`config.mk`:
```
export PLATFORM = sky130hd
export DESIGN_NAME = dscr_chain_walker
export DESIGN_NICKNAME = d
export VERILOG_FILES = /design/src/rtl/dcw_pkg.sv /design/src/rtl/dcw_crc_acc.sv /design/src/rtl/dcw_word_bank.sv /design/src/rtl/dscr_chain_walker.sv
export SDC_FILE = /design/constraint.sdc
export NUM_CORES = 1
export LEC_CHECK = 0
export ABC_CLOCK_PERIOD_IN_PS = 3910
export CAP_MARGIN = 5
export CORE_AREA = 2 2 149 151
export DETAILED_ROUTE_END_ITERATION = 16
export DIE_AREA = 0 0 151 153
export PLACE_DENSITY = 0.77
export SKIP_CTS_REPAIR_TIMING = 1
export SLEW_MARGIN = 20
export SYNTH_ARGS = -nofsm -noshare
export SYNTH_HDL_FRONTEND = slang
export SYNTH_HIERARCHICAL = 1
export SYNTH_SLANG_ARGS = --single-unit
export TNS_END_PERCENT = 50
```
`constraint.sdc`:
```
create_clock -name clk -period 3.91 [get_ports clk]
set_input_delay 0.782 -clock clk [delete_from_list [all_inputs] [get_ports clk]]
set_output_delay 0.782 -clock clk [all_outputs]
set_load 0.02 [all_outputs]
```
`src/rtl/dcw_pkg.sv`:
```
// Shared definitions for the descriptor chain walker.
// Assumes a descriptor of five payload words plus one CRC word.
package dcw_pkg;
    localparam int unsigned DCW_WORDS    = 5;
    localparam int unsigned DCW_CTLA_IDX = 2;
    localparam int unsigned DCW_NEXT_IDX = 4;

    typedef enum logic [1:0] {
        WALK_IDLE,
        WALK_REQ,
        WALK_WAIT,
        WALK_PRESENT
    } walk_state_t;
endpackage

```
`src/rtl/dcw_crc_acc.sv`:
```
// CRC accumulator: folds one DATA_W word per update into a CRC_W register,
// MSB of the word first, generator POLY. init_i reloads INIT.
// Assumes init_i and upd_i are never high together.
module dcw_crc_acc #(
    parameter int unsigned      DATA_W = 32,
    parameter int unsigned      CRC_W  = 16,
    parameter logic [CRC_W-1:0] POLY   = 16'h1021,
    parameter logic [CRC_W-1:0] INIT   = 16'hFFFF
) (
    input  logic              clk,
    input  logic              rst_n,
    input  logic              init_i,
    input  logic              upd_i,
    input  logic [DATA_W-1:0] word_i,
    output logic [CRC_W-1:0]  crc_o
);
    logic [CRC_W-1:0] crc_q;
    logic [CRC_W-1:0] crc_nxt;

    // Serial polynomial division of one word, unrolled over its bits.
    always_comb begin
        logic [CRC_W-1:0] acc;
        logic             fb;
        acc = crc_q;
        for (int b = DATA_W - 1; b >= 0; b--) begin
            fb  = acc[CRC_W-1] ^ word_i[b];
            acc = {acc[CRC_W-2:0], 1'b0};
            if (fb) acc = acc ^ POLY;
        end
        crc_nxt = acc;
    end

    // CRC register: reload on init, fold on update.
    always_ff @(posedge clk) begin
        if (!rst_n)      crc_q <= INIT;
        else if (init_i) crc_q <= INIT;
        else if (upd_i)  crc_q <= crc_nxt;
    end

    assign crc_o = crc_q;
endmodule

```
`src/rtl/dcw_word_bank.sv`:
```
// Holds the payload words of the descriptor being fetched.
// One word is written per cycle at wr_idx_i. Indices at or above WORDS are dropped.
module dcw_word_bank #(
    parameter int unsigned DATA_W = 32,
    parameter int unsigned WORDS  = 5,
    parameter int unsigned IDX_W  = 3
) (
    input  logic                         clk,
    input  logic                         rst_n,
    input  logic                         wr_en_i,
    input  logic [IDX_W-1:0]             wr_idx_i,
    input  logic [DATA_W-1:0]            wr_data_i,
    output logic [WORDS-1:0][DATA_W-1:0] words_o
);
    for (genvar g = 0; g < WORDS; g++) begin : g_slot
        // Storage for payload word g.
        always_ff @(posedge clk) begin
            if (!rst_n)                                    words_o[g] <= '0;
            else if (wr_en_i && wr_idx_i == IDX_W'(g))     words_o[g] <= wr_data_i;
        end
    end
endmodule

```
`src/rtl/dscr_chain_walker.sv`:
```
// Walks a linked chain of descriptors. Each descriptor is read word by word
// over a one-outstanding memory port, optionally checked with a CRC, and
// presented on a valid/ready port. A mismatch sets a sticky error and halts.
// Assumes: one response per request, never in the request cycle;
// ADDR_W equals DATA_W; err_clr_i is not pulsed while a CRC word is consumed.
module dscr_chain_walker
    import dcw_pkg::*;
#(
    parameter int unsigned      ADDR_W   = 32,
    parameter int unsigned      DATA_W   = 32,
    parameter int unsigned      CRC_W    = 16,
    parameter logic [CRC_W-1:0] CRC_POLY = 16'h1021,
    parameter logic [CRC_W-1:0] CRC_INIT = 16'hFFFF,
    parameter int unsigned      SIZE_W   = 16,
    parameter int unsigned      DONE_BIT = 31
) (
    input  logic              clk,
    input  logic              rst_n,
    input  logic              start_i,
    input  logic [ADDR_W-1:0] first_addr_i,
    input  logic              check_en_i,
    input  logic              err_clr_i,
    output logic              mem_req_valid_o,
    output logic [ADDR_W-1:0] mem_req_addr_o,
    input  logic              mem_rsp_valid_i,
    input  logic [DATA_W-1:0] mem_rsp_data_i,
    output logic              dsc_valid_o,
    input  logic              dsc_ready_i,
    output logic [DATA_W-1:0] dsc_src_o,
    output logic [DATA_W-1:0] dsc_dst_o,
    output logic [DATA_W-1:0] dsc_ctla_o,
    output logic [DATA_W-1:0] dsc_ctlb_o,
    output logic [DATA_W-1:0] dsc_next_o,
    output logic              integ_err_o,
    output logic              busy_o,
    output logic              done_o
);
    localparam int unsigned WORDS      = DCW_WORDS;
    localparam int unsigned IDX_W      = $clog2(WORDS + 1);
    localparam int unsigned BYTE_SHIFT = $clog2(DATA_W / 8);
    localparam logic [DATA_W-1:0] CTLA_MASK =
        (DATA_W'(1) << DONE_BIT) | ((DATA_W'(1) << SIZE_W) - DATA_W'(1));

    walk_state_t              state_q;
    logic [ADDR_W-1:0]        base_q;
    logic [IDX_W-1:0]         idx_q;
    logic                     chk_q;
    logic                     err_q;
    logic                     done_q;
    logic [WORDS-1:0][DATA_W-1:0] words;
    logic [CRC_W-1:0]         crc_val;

    logic              rsp_take;
    logic              payload_take;
    logic              crc_take;
    logic              crc_ok;
    logic              launch;
    logic              accept;
    logic [ADDR_W-1:0] next_ptr;
    logic [DATA_W-1:0] hash_word;

    // Decode of the handshake events of the current cycle.
    always_comb begin
        rsp_take     = (state_q == WALK_WAIT) && mem_rsp_valid_i;
        payload_take = rsp_take && (idx_q < IDX_W'(WORDS));
        crc_take     = rsp_take && (idx_q == IDX_W'(WORDS));
        crc_ok       = (mem_rsp_data_i[CRC_W-1:0] == crc_val);
        accept       = (state_q == WALK_PRESENT) && dsc_ready_i;
        next_ptr     = ADDR_W'(words[DCW_NEXT_IDX]);
        launch       = ((state_q == WALK_IDLE) && start_i && (first_addr_i != '0) && !err_q)
                     || (accept && (next_ptr != '0));
        hash_word    = (idx_q == IDX_W'(DCW_CTLA_IDX)) ? (mem_rsp_data_i & ~CTLA_MASK)
                                                        : mem_rsp_data_i;
    end

    dcw_crc_acc #(
        .DATA_W (DATA_W),
        .CRC_W  (CRC_W),
        .POLY   (CRC_POLY),
        .INIT   (CRC_INIT)
    ) u_crc (
        .clk    (clk),
        .rst_n  (rst_n),
        .init_i (launch),
        .upd_i  (payload_take),
        .word_i (hash_word),
        .crc_o  (crc_val)
    );

    dcw_word_bank #(
        .DATA_W (DATA_W),
        .WORDS  (WORDS),
        .IDX_W  (IDX_W)
    ) u_bank (
        .clk       (clk),
        .rst_n     (rst_n),
        .wr_en_i   (payload_take),
        .wr_idx_i  (idx_q),
        .wr_data_i (mem_rsp_data_i),
        .words_o   (words)
    );

    // Walk sequencer: request, wait, present, follow the next pointer.
    always_ff @(posedge clk) begin
        if (!rst_n) begin
            state_q <= WALK_IDLE;
            base_q  <= '0;
            idx_q   <= '0;
            chk_q   <= 1'b0;
            done_q  <= 1'b0;
        end else begin
            done_q <= 1'b0;
            unique case (state_q)
                WALK_IDLE: begin
                    if (launch) begin
                        base_q  <= first_addr_i;
                        idx_q   <= '0;
                        chk_q   <= check_en_i;
                        state_q <= WALK_REQ;
                    end
                end
                WALK_REQ: state_q <= WALK_WAIT;
                WALK_WAIT: begin
                    if (crc_take) begin
                        state_q <= crc_ok ? WALK_PRESENT : WALK_IDLE;
                    end else if (payload_take) begin
                        if (idx_q == IDX_W'(WORDS - 1) && !chk_q) begin
                            state_q <= WALK_PRESENT;
                        end else begin
                            idx_q   <= idx_q + 1'b1;
                            state_q <= WALK_REQ;
                        end
                    end
                end
                WALK_PRESENT: begin
                    if (accept) begin
                        if (next_ptr == '0) begin
                            done_q  <= 1'b1;
                            state_q <= WALK_IDLE;
                        end else begin
                            base_q  <= next_ptr;
                            idx_q   <= '0;
                            state_q <= WALK_REQ;
                        end
                    end
                end
                default: state_q <= WALK_IDLE;
            endcase
        end
    end

    // Sticky integrity error: set on CRC mismatch, cleared by pulse.
    always_ff @(posedge clk) begin
        if (!rst_n)                  err_q <= 1'b0;
        else if (crc_take && !crc_ok) err_q <= 1'b1;
        else if (err_clr_i)          err_q <= 1'b0;
    end

    assign mem_req_valid_o = (state_q == WALK_REQ);
    assign mem_req_addr_o  = base_q + (ADDR_W'(idx_q) << BYTE_SHIFT);
    assign dsc_valid_o     = (state_q == WALK_PRESENT);
    assign dsc_src_o       = words[0];
    assign dsc_dst_o       = words[1];
    assign dsc_ctla_o      = words[DCW_CTLA_IDX];
    assign dsc_ctlb_o      = words[3];
    assign dsc_next_o      = words[DCW_NEXT_IDX];
    assign integ_err_o     = err_q;
    assign busy_o          = (state_q != WALK_IDLE);
    assign done_o          = done_q;

    // Requests are single-cycle pulses; a response must intervene.
    assert_single_req_R3: assert property (@(posedge clk) disable iff (!rst_n)
        mem_req_valid_o |=> !mem_req_valid_o);

    // A presented descriptor holds until accepted.
    assert_hold_until_ready_R6: assert property (@(posedge clk) disable iff (!rst_n)
        (dsc_valid_o && !dsc_ready_i) |=> (dsc_valid_o && $stable(dsc_src_o)
            && $stable(dsc_dst_o) && $stable(dsc_ctla_o) && $stable(dsc_ctlb_o)
            && $stable(dsc_next_o)));

    // The error stays set unless cleared.
    assert_err_sticky_R7: assert property (@(posedge clk) disable iff (!rst_n)
        (integ_err_o && !err_clr_i) |=> integ_err_o);

    // No fetch while the error is set.
    assert_no_fetch_on_err_R7: assert property (@(posedge clk) disable iff (!rst_n)
        integ_err_o |-> !mem_req_valid_o);

    // A clear pulse removes a set error.
    assert_clear_works_R8: assert property (@(posedge clk) disable iff (!rst_n)
        (err_clr_i && integ_err_o) |=> !integ_err_o);

    // Done follows an accepted descriptor and lasts one cycle.
    assert_done_after_accept_R10: assert property (@(posedge clk) disable iff (!rst_n)
        done_o |-> ($past(dsc_valid_o && dsc_ready_i) && !dsc_valid_o));

    assert_done_pulse_R10: assert property (@(posedge clk) disable iff (!rst_n)
        done_o |=> !done_o);
endmodule

```
==> results.toml <==
[layout]
drive_above_1_share = 0.0694
n_fill_cell = 1733
regArea_mm2 = 0.00432
final_util = 0.661
diodes = 0
nets = 1417
multi_input_area_mm2 = 0.00587
area_delta_synth_final_pct = 34.5

[yosys]
ys_seq_area_frac = 0.410
syn_area_per_cell_um2 = 9.67
synth_edf_count = 0
synth_ff_type = "dfxtp_1"
ys_async_sr_fraction = 0
synth_fp_nets = 1170
ys_ff_latch = 216
synthCells = 1091
ys_warn_count = 6
synth_cell_types = 52
syn_area_mm2 = 0.0106

[timing]
drv_slew = 0
fin_worst_skew_ps = 13.1
tns_ps = 0
setup_viol = 0
hold_viol = 0
min_period_ps = 3740
worst_slew_pin_slew_ps = 988
fmax_ghz = 0.268
period_share = 0.956
maxSlewHeadroom = 0.340

[route]
vias_per_cell = 5.32
wirelength_um = 31900
wl_per_cell_um = 19.5
drtIter0Drc = 556
dr.pass1.iters = 5
drcViolationCount = 0
via_count = 8704
antenna_left = 0

[floorplan]
dieHeight_um = 153
rows = 54
pin_count = 268
core_area_mm2 = 0.0215
start_util = 0.491
dieArea_mm2 = 0.0231
die_w_um = 151

[global_routing]
grt_pass1_vias = 8490
grt_util_all_layers = 0.272
gr-total-overflow = 0
grt_max_degree = 114
grt_pass1_wl_um = 49000
antenna_found_initial = 0

[setup_path]
cp-startpoint = "idx_q[0]"
path_max_fanout = 6
r2r-start = "idx_q[1]"
crit_path_start_kind = "flip-flop"
r2r_slack_ps = 520
crit_type = "flip-flop to primary output"
reg2reg_depth = 11
critPathCaptureType = "primary output"
worstReg2RegEnd = "u_crc/crc_o[13]"
arrival_ps = 2950
critPathRequiredTime_ps = 3130

[power_and_ir_drop]
ir_drop_v = 0.000370
power.total_w = 0.00635
p_leak_nw = 6.44
cellPowerDensity_mw_per_mm2 = 447

[clocking]
htree_num_levels = 1
clock-sinks = 216
clkLatencyLatePin_ps = 500
cts_buffer_depth = 3
cts_root_buf = "clkbuf_16"
clk_pin_slew_ps = 50
cts_tree = "built"
cts_buffers = 23

[placement]
gp_congestion = 0.970
hpwl_um = 23900
io_buffers = 267

[hold_path]
hold_path_end = "u_bank/words_o[28]"
hold_depth = 2
hp-class = "flip-flop to flip-flop"
holdCritStartpoint = "u_bank/words_o[28]"

[run_status]
status = "finished clean"

[job]
max-cap-violations = 0
==> stage by stage <==
| stage | hold WS (ps) | worst slack [ps] | instances | cell area (um2) |
|---|---|---|---|---|
| after CTS | 457 | 14.5 | 1633 | 14200 |
| after detailed placement | 447 | 166 | 1591 | 13400 |
| after global placement | 442 | 250 | 1591 | 13400 |
| after floorplan | 444 | 749 | 1091 | 10600 |
| final | 454 | 173 | 1635 | 14200 |
| after global routing | 472 | -1.37 | 1635 | 14200 |
==> worst max-delay path, cell delays in order, from the launching register on <==
cell and delay (ps):
dfxtp_1 370, ha_1 210, fa_1 210, a21o_1 210
nor3b_4 300, and2_2 270, nand3_1 110, xnor2_1 160
clkdlybuf4s50_1 620
==> kinds of logic after synthesis <==
| logic type | after synthesis | share of synthesized area |
|---|---|---|
| AO/OA/AOI/OAI | 66 | 0.0517 |
| XOR/XNOR | 136 | 0.147 |
| adder cells (fa/ha/maj) | 8 | 0.0102 |
| buffers and inverters | 72 | 0.0381 |
| flip-flops | 216 | 0.410 |
| multiplexers | 164 | 0.156 |
| AND/OR/NAND/NOR | 429 | 0.188 |
==> worst max-delay path by stage <==
stage                                    end  slack (ps)  cells after the start
after CTS                 mem_req_addr_o[22]          10                      8
after floorplan              u_crc/crc_o[14]         750                     13
after global placement       u_crc/crc_o[13]         250                      9
after detailed placement     u_crc/crc_o[12]         170                     10
final                     mem_req_addr_o[24]         170                      8
after global routing      mem_req_addr_o[26]          -1                      8
==> cell usage after synthesis (all sizes together) (2+ instances only) <==
cell / instances / area share
nand2: 289 / 0.10
dfxtp: 216 / 0.41
mux2i: 164 / 0.16
xnor2: 75 / 0.067
nand3: 44 / 0.026
xor2: 39 / 0.032
buf: 37 / 0.026
o211a: 32 / 0.030
clkbuf: 28 / 0.010
and2: 20 / 0.012
nor4: 20 / 0.012
nor2: 18 / 0.0066
o21ai: 18 / 0.0092
xnor3: 18 / 0.039
nand4: 12 / 0.0071
ha: 7 / 0.0083
inv: 7 / 0.0025
and3: 6 / 0.0045
nor2b: 5 / 0.0030
xor3: 4 / 0.0091
a21oi: 3 / 0.0014
and4: 3 / 0.0025
nand2b: 3 / 0.0018
nand4bb: 3 / 0.0032
o211ai: 3 / 0.0021
a21boi: 2 / 0.0014
a21o: 2 / 0.0014
nor3b: 2 / 0.0024
==> flip-flops by register name (all words and copies together), names as in the netlist <==
register	flops
chk_q	1
idx_q	3
integ_err_o	1
state_q	2
u_crc/crc_o	16
u_bank/words_o	160
base_q	32
done_o	1
==> final cells by class <==
cell class | instances | share of cell area
Clock inverter | 7 | 0.00503
Tap cell | 280 | 0.0247
Multi-Input combinational cell | 803 | 0.414
Clock buffer | 35 | 0.0487
Inverter | 7 | 0.00185
Timing Repair Buffer | 287 | 0.201
Sequential cell | 216 | 0.305
==> per-layer routing <==
| layer | part of all wire | track usage |
|---|---|---|
| met4 | 0.023 | 0.0628 |
| met1 | 0.44 | 0.375 |
| met3 | 0.067 | 0.0406 |
| met5 | 0 | 0 |
| met2 | 0.47 | 0.451 |
==> cell usage in the layout, fill, tap and decap left out, types with 12 or more instances in the layout <==
cell,instances
xnor3_1,14
mux2i_1,164
nand4_1,12
buf_4,18
nor4_1,20
o211a_1,32
clkdlybuf4s50_1,263
o21ai_0,13
nand3_1,34
xnor2_1,70
xor2_1,39
nand2_1,289
dfxtp_1,216
and2_1,19
clkbuf_16,23
nor2_1,17
==> power by group <==
group          internal [W]  switching, W
Combinational      0.000982      0.000898
Sequential          0.00225     0.0000575
Clock               0.00129      0.000873
Note: power is estimated with default switching activity, not from simulation.
